## config.mk

```make
export PLATFORM = sky130hd
export DESIGN_NAME = mfsync_lock
export DESIGN_NICKNAME = d
export VERILOG_FILES = /design/src/rtl/mfsync_pkg.sv /design/src/rtl/mfsync_classify.sv /design/src/rtl/mfsync_poscnt.sv /design/src/rtl/mfsync_lock.sv
export SDC_FILE = /design/constraint.sdc
export NUM_CORES = 1
export LEC_CHECK = 0
export ABC_CLOCK_PERIOD_IN_PS = 2000
export BUFFER_PORTS_ARGS = -buffer_cell sky130_fd_sc_hd__clkbuf_2
export CAP_MARGIN = 25
export CORE_MARGIN = 2
export CORE_UTILIZATION = 30
export CTS_CLUSTER_SIZE = 10
export DETAILED_ROUTE_END_ITERATION = 8
export PLACE_DENSITY = 0.6
export SLEW_MARGIN = 20
export SYNTH_ARGS = -nofsm -noshare
export SYNTH_HDL_FRONTEND = slang
export SYNTH_SLANG_ARGS = --single-unit
```

## constraint.sdc

```tcl
create_clock -name clk -period 2 [get_ports clk]
set_input_delay 0.3 -clock clk [delete_from_list [all_inputs] [get_ports clk]]
set_output_delay 0.3 -clock clk [all_outputs]
set_load 0.1 [all_outputs]
```

## src/rtl/mfsync_pkg.sv

```systemverilog
package mfsync_pkg;
    typedef enum logic [1:0] {
        ST_HUNT   = 2'd0,
        ST_VERIFY = 2'd1,
        ST_LOCKED = 2'd2
    } sync_state_e;
endpackage

```

## src/rtl/mfsync_classify.sv

```systemverilog
module mfsync_classify #(
    parameter int          DATA_W     = 64,
    parameter int          TYPE_W     = 6,
    parameter logic [5:0]  SYNC_TYPE  = 6'h1E,
    parameter logic [5:0]  SCRAM_TYPE = 6'h2D
) (
    input  logic              in_ctrl,
    input  logic [DATA_W-1:0] in_data,
    output logic              is_sync,
    output logic              is_scram
);
    logic [TYPE_W-1:0] type_field;
    logic              unused_payload;

    assign type_field     = in_data[DATA_W-1 -: TYPE_W];
    // The scrambler state payload plays no part in matching.
    assign unused_payload = ^in_data[DATA_W-TYPE_W-1:0];

    always_comb begin
        is_sync  = in_ctrl && (type_field == SYNC_TYPE[TYPE_W-1:0]);
        is_scram = in_ctrl && (type_field == SCRAM_TYPE[TYPE_W-1:0]);
    end

    // both classes require the control tag
    always_comb begin
        a_r9_ctrl_needed: assert (in_ctrl || (!is_sync && !is_scram));
    end
endmodule

```

## src/rtl/mfsync_poscnt.sv

```systemverilog
module mfsync_poscnt #(
    parameter int MF_LEN = 16,
    localparam int POS_W = $clog2(MF_LEN)
) (
    input  logic             clk,
    input  logic             rst,
    input  logic             step,
    input  logic             clear,
    output logic [POS_W-1:0] pos
);
    localparam logic [POS_W-1:0] POS_LAST = POS_W'(MF_LEN - 1);

    always_ff @(posedge clk) begin
        if (rst || clear) begin
            pos <= '0;
        end else if (step) begin
            pos <= (pos == POS_LAST) ? '0 : pos + 1'b1;
        end
    end

    // position never leaves the metaframe
    a_r3_pos_range: assert property (@(posedge clk) disable iff (rst)
        pos <= POS_LAST);
    // wrap from the last slot back to zero
    a_r3_wrap: assert property (@(posedge clk) disable iff (rst)
        (step && !clear && pos == POS_LAST) |=> pos == '0);
endmodule

```

## src/rtl/mfsync_lock.sv

```systemverilog
module mfsync_lock
    import mfsync_pkg::*;
#(
    parameter int          MF_LEN      = 16,
    parameter int          LOCK_HITS   = 4,
    parameter int          LOSS_MISSES = 3,
    parameter logic [5:0]  SYNC_TYPE   = 6'h1E,
    parameter logic [5:0]  SCRAM_TYPE  = 6'h2D
) (
    input  logic                      clk,
    input  logic                      rst,
    input  logic                      in_valid,
    input  logic                      in_ctrl,
    input  logic [63:0]               in_data,
    output logic                      lock_o,
    output logic                      frame_start_o,
    output logic [$clog2(MF_LEN)-1:0] word_pos_o
);
    localparam int POS_W  = $clog2(MF_LEN);
    localparam int HIT_W  = $clog2(LOCK_HITS + 1);
    localparam int MISS_W = $clog2(LOSS_MISSES + 1);
    localparam logic [POS_W-1:0]  SYNC_POS  = '0;
    localparam logic [POS_W-1:0]  SCRAM_POS = POS_W'(1);
    localparam logic [HIT_W-1:0]  HIT_LAST  = HIT_W'(LOCK_HITS - 1);
    localparam logic [MISS_W-1:0] MISS_LAST = MISS_W'(LOSS_MISSES - 1);

    sync_state_e       state_q, state_d;
    logic [HIT_W-1:0]  hits_q, hits_d;
    logic [MISS_W-1:0] miss_q, miss_d;
    logic              is_sync, is_scram;
    logic              pos_step, pos_clear;
    logic [POS_W-1:0]  pos;

    mfsync_classify #(
        .DATA_W(64), .TYPE_W(6),
        .SYNC_TYPE(SYNC_TYPE), .SCRAM_TYPE(SCRAM_TYPE)
    ) i_classify (
        .in_ctrl (in_ctrl),
        .in_data (in_data),
        .is_sync (is_sync),
        .is_scram(is_scram)
    );

    mfsync_poscnt #(.MF_LEN(MF_LEN)) i_poscnt (
        .clk  (clk),
        .rst  (rst),
        .step (pos_step),
        .clear(pos_clear),
        .pos  (pos)
    );

    // State and counter register
    always_ff @(posedge clk) begin
        if (rst) begin
            state_q <= ST_HUNT;
            hits_q  <= '0;
            miss_q  <= '0;
        end else begin
            state_q <= state_d;
            hits_q  <= hits_d;
            miss_q  <= miss_d;
        end
    end

    // Transitions
    always_comb begin
        state_d   = state_q;
        hits_d    = hits_q;
        miss_d    = miss_q;
        pos_step  = 1'b0;
        pos_clear = 1'b0;
        unique case (state_q)
            ST_HUNT: begin
                if (in_valid && is_sync) begin      // hunt_phase
                    state_d  = ST_VERIFY;
                    hits_d   = HIT_W'(1);
                    pos_step = 1'b1;
                end
            end
            ST_VERIFY: begin
                if (in_valid) begin
                    pos_step = 1'b1;
                    if (pos == SYNC_POS) begin
                        if (!is_sync) begin         // verify_miss
                            state_d   = ST_HUNT;
                            hits_d    = '0;
                            pos_step  = 1'b0;
                            pos_clear = 1'b1;
                        end else if (hits_q == HIT_LAST) begin // verify_lock
                            state_d = ST_LOCKED;
                            hits_d  = '0;
                            miss_d  = '0;
                        end else begin              // verify_hit
                            hits_d = hits_q + 1'b1;
                        end
                    end
                end
            end
            ST_LOCKED: begin
                if (in_valid) begin
                    pos_step = 1'b1;
                    if (pos == SCRAM_POS) begin
                        if (is_scram) begin         // locked_keep
                            miss_d = '0;
                        end else if (miss_q == MISS_LAST) begin // locked_loss
                            state_d   = ST_HUNT;
                            miss_d    = '0;
                            pos_step  = 1'b0;
                            pos_clear = 1'b1;
                        end else begin              // locked_keep
                            miss_d = miss_q + 1'b1;
                        end
                    end
                end
            end
            default: begin
                state_d   = ST_HUNT;
                pos_clear = 1'b1;
            end
        endcase
    end

    // Outputs
    always_comb begin
        lock_o        = (state_q == ST_LOCKED);
        word_pos_o    = pos;
        frame_start_o = in_valid && (pos == SYNC_POS) &&
                        ((state_q != ST_HUNT) || is_sync);
    end

    // reset leaves HUNT at slot zero
    a_r1_reset_state: assert property (@(posedge clk)
        rst |=> (state_q == ST_HUNT && pos == '0));
    // position is pinned at zero while hunting
    a_r2_hunt_pos: assert property (@(posedge clk) disable iff (rst)
        state_q == ST_HUNT |-> pos == '0);
    // idle cycles change nothing
    a_r3_idle_hold: assert property (@(posedge clk) disable iff (rst)
        !in_valid |=> ($stable(pos) && $stable(state_q)));
    // lock is only entered from VERIFY
    a_r4_lock_entry: assert property (@(posedge clk) disable iff (rst)
        $rose(lock_o) |-> $past(state_q) == ST_VERIFY);
    // lock is only left at the scrambler-state slot
    a_r7_loss_slot: assert property (@(posedge clk) disable iff (rst)
        $fell(lock_o) |-> ($past(pos) == SCRAM_POS && pos == '0));
    // a good scrambler-state word in LOCKED clears misses
    a_r8_clear: assert property (@(posedge clk) disable iff (rst)
        (state_q == ST_LOCKED && in_valid && pos == SCRAM_POS && is_scram)
        |=> miss_q == '0);
    // the start marker only appears at slot zero
    a_r10_start_slot: assert property (@(posedge clk) disable iff (rst)
        frame_start_o |-> (pos == '0 && in_valid));
endmodule

```

==> results of run 1 <==
flip-flops by register name, indices dropped and copies added, names as in the netlist:
| signal | count |
|---|---|
| hits_q | 3 |
| i_poscnt.pos | 4 |
| miss_q | 2 |
| state_q | 2 |
routing by layer:
| metal | track usage | wire length [um] | vias to the layer above |
|---|---|---|---|
| li1 | - | - | 455 |
| met1 | 0.155 | 1020 | 444 |
| met2 | 0.239 | 1140 | 26 |
| met3 | 0.0130 | 92 | 4 |
| met4 | 0.0476 | 36 | 0 |
| met5 | 0 | 0 | - |
how the worst max path moves through the flow:
stage                 endpoint  slack (ps)
6_report         frame_start_o          60
5_1_grt        i_poscnt.pos[2]           7
4_1_cts              hits_q[1]          40
3_5_place_dp         hits_q[1]          70
3_3_place_gp         hits_q[1]         100
2_1_floorplan        hits_q[1]           9
cells in the final DEF, fill, tap and decap left out, types with 2 or more instances in the layout:
| cell type | count |
|---|---|
| dfxtp_4 | 2 |
| nand3_1 | 7 |
| clkbuf_4 | 3 |
| buf_4 | 3 |
| dfxtp_1 | 7 |
| nand2b_1 | 3 |
| a21oi_1 | 6 |
| nor3_1 | 2 |
| dfxtp_2 | 2 |
| or3_1 | 2 |
| ha_2 | 3 |
| clkbuf_2 | 14 |
| o211ai_1 | 2 |
| and3_2 | 2 |
| mux2i_1 | 3 |
| o21ai_0 | 4 |
| nor2b_1 | 2 |
| inv_1 | 7 |
| nand2_1 | 7 |
| ha_1 | 5 |
| nor2_1 | 11 |
| nand4bb_1 | 4 |
critical path, delay by kind of cell, from the launching register on:
family                   cells  cell delay, ps
adder cells (fa/ha/maj)      1             170
flip-flops                   1             380
buffers and inverters        2             240
AND/OR/NAND/NOR              2             570
stage by stage:
step,hold slack (ps),instances,area [um^2],power (mW)
after global routing,332,164,1130,0.549
after global placement,446,159,1080,0.355
after detailed placement,458,159,1080,0.360
final,320,164,1130,0.520
after CTS,320,163,1110,0.522
after floorplan,434,111,953,0.319
cell type report:
cell class	instances	area share
tap	33	0.0366
multi-input combinational	91	0.613
inverter	7	0.0233
clock buffer	4	0.0233
timing repair buffer	18	0.0999
sequential	11	0.204
kinds of logic after synthesis:
family                   Yosys count
AO/OA/AOI/OAI                     27
adder cells (fa/ha/maj)            8
buffers and inverters              9
flip-flops                        11
multiplexers                       4
AND/OR/NAND/NOR                   52
power by group through the flow:
| stage | Combinational [mW] | Sequential [mW] | Clock (mW) |
|---|---|---|---|
| 2_1_floorplan | 0.0880 | 0.231 | 0 |
| 5_1_grt | 0.141 | 0.228 | 0.180 |
| 4_1_cts | 0.128 | 0.226 | 0.167 |
| 3_5_place_dp | 0.128 | 0.232 | 0 |
| 6_report | 0.131 | 0.227 | 0.162 |
| 3_3_place_gp | 0.124 | 0.231 | 0 |
timing repair:
action,4_1_cts,5_1_grt
resized for setup,0,4
setup buffers,0,1
endpoints found under the setup margin,0,2
==> impl_metrics.json, run 1 <==
{
  "status": "finished, final reports clean",
  "globalRouteTotalUtil": 0.131,
  "clk_latency_ps": 280,
  "synthDistinctLibCells": 44,
  "fin_crit_sh": 0.970,
  "p_int_uw": 351,
  "die-area_mm2": 0.00357,
  "fmax_ghz": 0.515,
  "grt_max_degree": 11,
  "worstSetupStartpointType": "flip-flop",
  "fillers": 312,
  "yosys.area.top_type": "dfxtp_1",
  "synth_fp_nets": 187,
  "slowest_delay_ps": 420,
  "cts_buffer_depth": 2,
  "r2r_setup_slack_ps": 60,
  "criticalPathCategory": "reg -> out",
  "multi_input_area_um2": 691,
  "finalSetupTns_ps": 0,
  "min_from": "rst",
  "wl_um": 2290,
  "start_util": 0.311,
  "swShare": 0.324,
  "synth_top_family_by_area": "simple AND/OR/NAND/NOR gates",
  "cts_root_buf": "clkbuf_4",
  "yosys.area_share.simple": 0.340,
  "startpoint": "i_poscnt.pos[0]",
  "drtIter0Drc": 59,
  "io_pins": 74,
  "post-route-drc-count": 0,
  "die_h_um": 59.8,
  "yosys_warnings": 0,
  "p_seq_frac": 0.436,
  "grt_pass1_vias": 822,
  "critPathCaptureType": "output port",
  "p_leak_nw": 0.440,
  "power_density_mw_per_mm2": 461,
  "worst_slew_pin_slew_ps": 541,
  "avgSynthCellArea_um2": 8.41,
  "synth_area_um2": 933,
  "n_antenna_cell": 0,
  "cp_max_fo": 7,
  "drive_gt1_frac": 0.321,
  "vias": 929,
  "core_mm2": 0.00300,
  "cts_max_level": 1,
  "fin_ws_ps": 59.7,
  "postCtsHoldBufs": 0,
  "synth_compound_area_frac": 0.224,
  "max-cap-violations": 0,
  "ff2ff_path_depth": 7,
  "synthXorXnorAreaFrac": 0,
  "arrival_ps": 1640,
  "clock_sinks": 11,
  "utilization": 0.375,
  "synth-seq-cells": 11,
  "irDropWorstVdd_uv": 161,
  "report.final.slew_viol_count": 0,
  "post_drt_wl_per_cell_um": 13.9,
  "switching_power_uw": 168,
  "synth_common_cells": "12 x nor2_1, 11 x dfxtp_1, 8 x ha_1",
  "synthAdderAreaFrac": 0.107,
  "r2r-start": "i_poscnt.pos[0]",
  "ys_seq_area_frac": 0.236,
  "grt_pass1_wl_um": 3550,
  "drt-vias-per-instance": 5.66,
  "ff_latch_area_um2": 230,
  "skew_ps": 13.4,
  "crit_path_cell_trace": "inv_1 > ha_2 > or3b_4 > nor2_4 > buf_12",
  "synth_edf_count": 0,
  "synthFlopType": "dfxtp_1",
  "final_hold_viol_count": 0,
  "final-setup-viol-count": 0,
  "overflow": 0,
  "globalplace.congestion": 0.759,
  "slew_headroom": 0.641,
  "async_flop_share": 0,
  "detail-route-antenna-nets": 0,
  "cts_buffers": 3,
  "cts.clk_slew.worst_paths_ps": 90,
  "min_path_type": "in -> reg",
  "clockPowerShare": 0.312,
  "first_pass_iters": 4,
  "netlist.area_leader.share": 0.236,
  "place_ws_ps": 73.6,
  "required_ps": 1700,
  "period_needed_ps": 1940,
  "yosysMostFrequentCell": "nor2_1",
  "num_rows": 20,
  "die_x_um": 59.8,
  "area_growth_pct": 20.8,
  "critPathSlowestCell": "or3b_4",
  "hold_end": "hits_q[1]",
  "place_hpwl_um": 1790,
  "synth_area_leaders": "dfxtp_1 24%, ha_1 11%, nand4bb_1 4.8%",
  "synth.mux.area_fraction": 0.0442,
  "grt_setup_unrepaired": "no",
  "syn_inst": 111,
  "whs_path_depth": 2,
  "portBuffers": 15,
  "power_frac_comb": 0.252,
  "layout.nets": 208,
  "cts_tree": "yes",
  "antenna_found_initial": 0,
  "reg2reg_to": "hits_q[1]"
}
No activity file was read; power rests on OpenSTA's default activity.
==> run 2: changes to the inputs <==
Settings changed: CAP_MARGIN 25 to 10, SETUP_SLACK_MARGIN set to 0.4, SLEW_MARGIN 20 to 0.
==> run 2 against run 1 <==
  * Clock power about the same
  * Global-route usage is 0.44 points higher
  * Power increased by 2.1%
  * Worst hold slack improved by 17 ps
  * First-iteration DRC count shrank 59%
  * Sequential share of layout area is 1.5 points lower
  * Clock-buffer cell count unchanged
  * Critical path depth is 2 higher
  * Cell count rose by 1.8%
  * Critical path type is now reg -> reg
  * Worst setup slack better by 82 ps
  * Wire length is 0.26% higher
  * Final area up 11%
==> impl_metrics.json, run 2 (same netlist as run 1, synthesis figures left out) <==
{
  "overflow": 0,
  "start_util": 0.311,
  "grt_pass1_wl_um": 3690,
  "top_register": "i_poscnt.pos",
  "r2r-start": "i_poscnt.pos[1]",
  "max-cap-violations": 0,
  "cts_max_level": 1,
  "worstSetupStartpointType": "flip-flop",
  "globalRouteTotalUtil": 0.135,
  "core_mm2": 0.00300,
  "slew_headroom": 0.642,
  "first_pass_iters": 4,
  "finalSetupTns_ps": 0,
  "cts_buffers": 3,
  "antenna_found_initial": 0,
  "die-area_mm2": 0.00357,
  "placed_cell_area_mm2": 0.00110,
  "drt-vias-per-instance": 5.60,
  "finalNonFillerCells": 167,
  "portBuffers": 15,
  "drive_gt1_frac": 0.455,
  "final-setup-viol-count": 0,
  "num_rows": 20,
  "area_growth_pct": 33.6,
  "hold_end": "hits_q[1]",
  "period_needed_ps": 1860,
  "r2r_setup_slack_ps": 140,
  "detail-route-antenna-nets": 0,
  "reg2reg_to": "hits_q[1]",
  "clk_latency_ps": 270,
  "stdcell_area_mm2": 0.00125,
  "power_density_mw_per_mm2": 425,
  "irDropWorstVdd_uv": 214,
  "min_from": "rst",
  "place_hpwl_um": 1700,
  "n_antenna_cell": 0,
  "grt_max_degree": 11,
  "critPathCaptureType": "flip-flop",
  "grt_pass1_vias": 889,
  "grt_setup_unrepaired": "yes",
  "cts.clk_slew.worst_paths_ps": 80,
  "cts_tree": "yes",
  "cts_root_buf": "clkbuf_4",
  "layout.nets": 211,
  "status": "finished, final reports clean",
  "top_regs": "i_poscnt.pos: 4 flops, hits_q: 3 flops",
  "cp_max_fo": 4,
  "arrival_ps": 2060,
  "fin_crit_sh": 0.929,
  "fmax_ghz": 0.538,
  "vias": 936,
  "dp_cells": 158,
  "mostFrequentLayoutCell": "clkbuf_2",
  "worst_slew_pin_slew_ps": 540,
  "min_path_type": "in -> reg",
  "wl_um": 2290,
  "post_drt_wl_per_cell_um": 13.7,
  "largest_register_ffs": 4,
  "io_pins": 74,
  "report.final.slew_viol_count": 0,
  "criticalPathCategory": "reg -> reg",
  "most-common-layout-cells": "13 x clkbuf_2, 11 x nor2_1, 7 x nand3_1, 7 x nand2_1, 6 x buf_4",
  "ff2ff_path_depth": 7,
  "p_leak_nw": 0.469,
  "skew_ps": 1.82,
  "post-route-drc-count": 0,
  "whs_path_depth": 2,
  "die_x_um": 59.8,
  "required_ps": 2210,
  "clock_sinks": 11,
  "final_hold_viol_count": 0,
  "die_h_um": 59.8,
  "globalplace.congestion": 0.840,
  "cts_buffer_depth": 2,
  "drtIter0Drc": 24
}
[run 2: cell types whose count changed in the layout (fill, tap and decap cells not counted), sizes merged]
cell and delta:
buf +3
[run 2: final cells by class]
| cell class | instances | area (um^2) |
|---|---|---|
| Clock buffer | 4 | 26.3 |
| Fill cell | 299 | 1760 |
| Inverter | 7 | 31.3 |
| Multi-Input combinational cell | 91 | 768 |
| Sequential cell | 11 | 236 |
| Tap cell | 33 | 41.3 |
| Timing Repair Buffer | 21 | 144 |
[run 2: how the worst max path moves through the flow]
| stage | from | end | cells after the start |
|---|---|---|---|
| finish | i_poscnt.pos[1] | hits_q[1] | 7 |
| global route | i_poscnt.pos[1] | hits_q[1] | 7 |
| CTS | i_poscnt.pos[0] | hits_q[1] | 7 |
| detailed placement | i_poscnt.pos[0] | hits_q[1] | 7 |
| global placement | i_poscnt.pos[0] | hits_q[1] | 7 |
| floorplan | i_poscnt.pos[0] | hits_q[1] | 7 |
[run 2: worst max-delay path, cell delays in order (launching register included)]
cell and delay, ps:
dfxtp_4 360, inv_4 60, ha_4 120, or3b_4 420, nand2_2 90, o2111ai_4 120
or4b_4 500, a21oi_2 140
[run 2: layer usage]
| layer | GRT usage | wire length, um |
|---|---|---|
| met1 | 0.168 | 1090 |
| met2 | 0.225 | 1060 |
| met3 | 0.0173 | 76 |
| met4 | 0.0698 | 69 |
| met5 | 0 | 0 |
[run 2: timing repair]
action,in CTS,in global routing
gates resized for setup,9,16
pin swaps,5,9
endpoints found under the setup margin,10,12
gates cloned,0,0
hold buffers,0,0
setup buffers,4,1
[run 2: per-stage QoR]
stage | hold slack [ps] | total power [mW] | util | setup WS (ps)
final | 336 | 0.531 | 0.415 | 142
after global routing | 334 | 0.563 | 0.415 | 109
after CTS | 330 | 0.523 | 0.395 | 117
after detailed placement | 460 | 0.356 | 0.366 | 104
after global placement | 445 | 0.353 | 0.366 | 130
after floorplan | 434 | 0.319 | - | 44.0
[run 2: report_power, final]
group | leakage [nW] | internal (mW) | switching (mW)
clock | 0.0150 | 0.0772 | 0.0820
sequential | 0.0931 | 0.221 | 0.00530
combinational | 0.361 | 0.0612 | 0.0841
total | 0.469 | 0.359 | 0.171
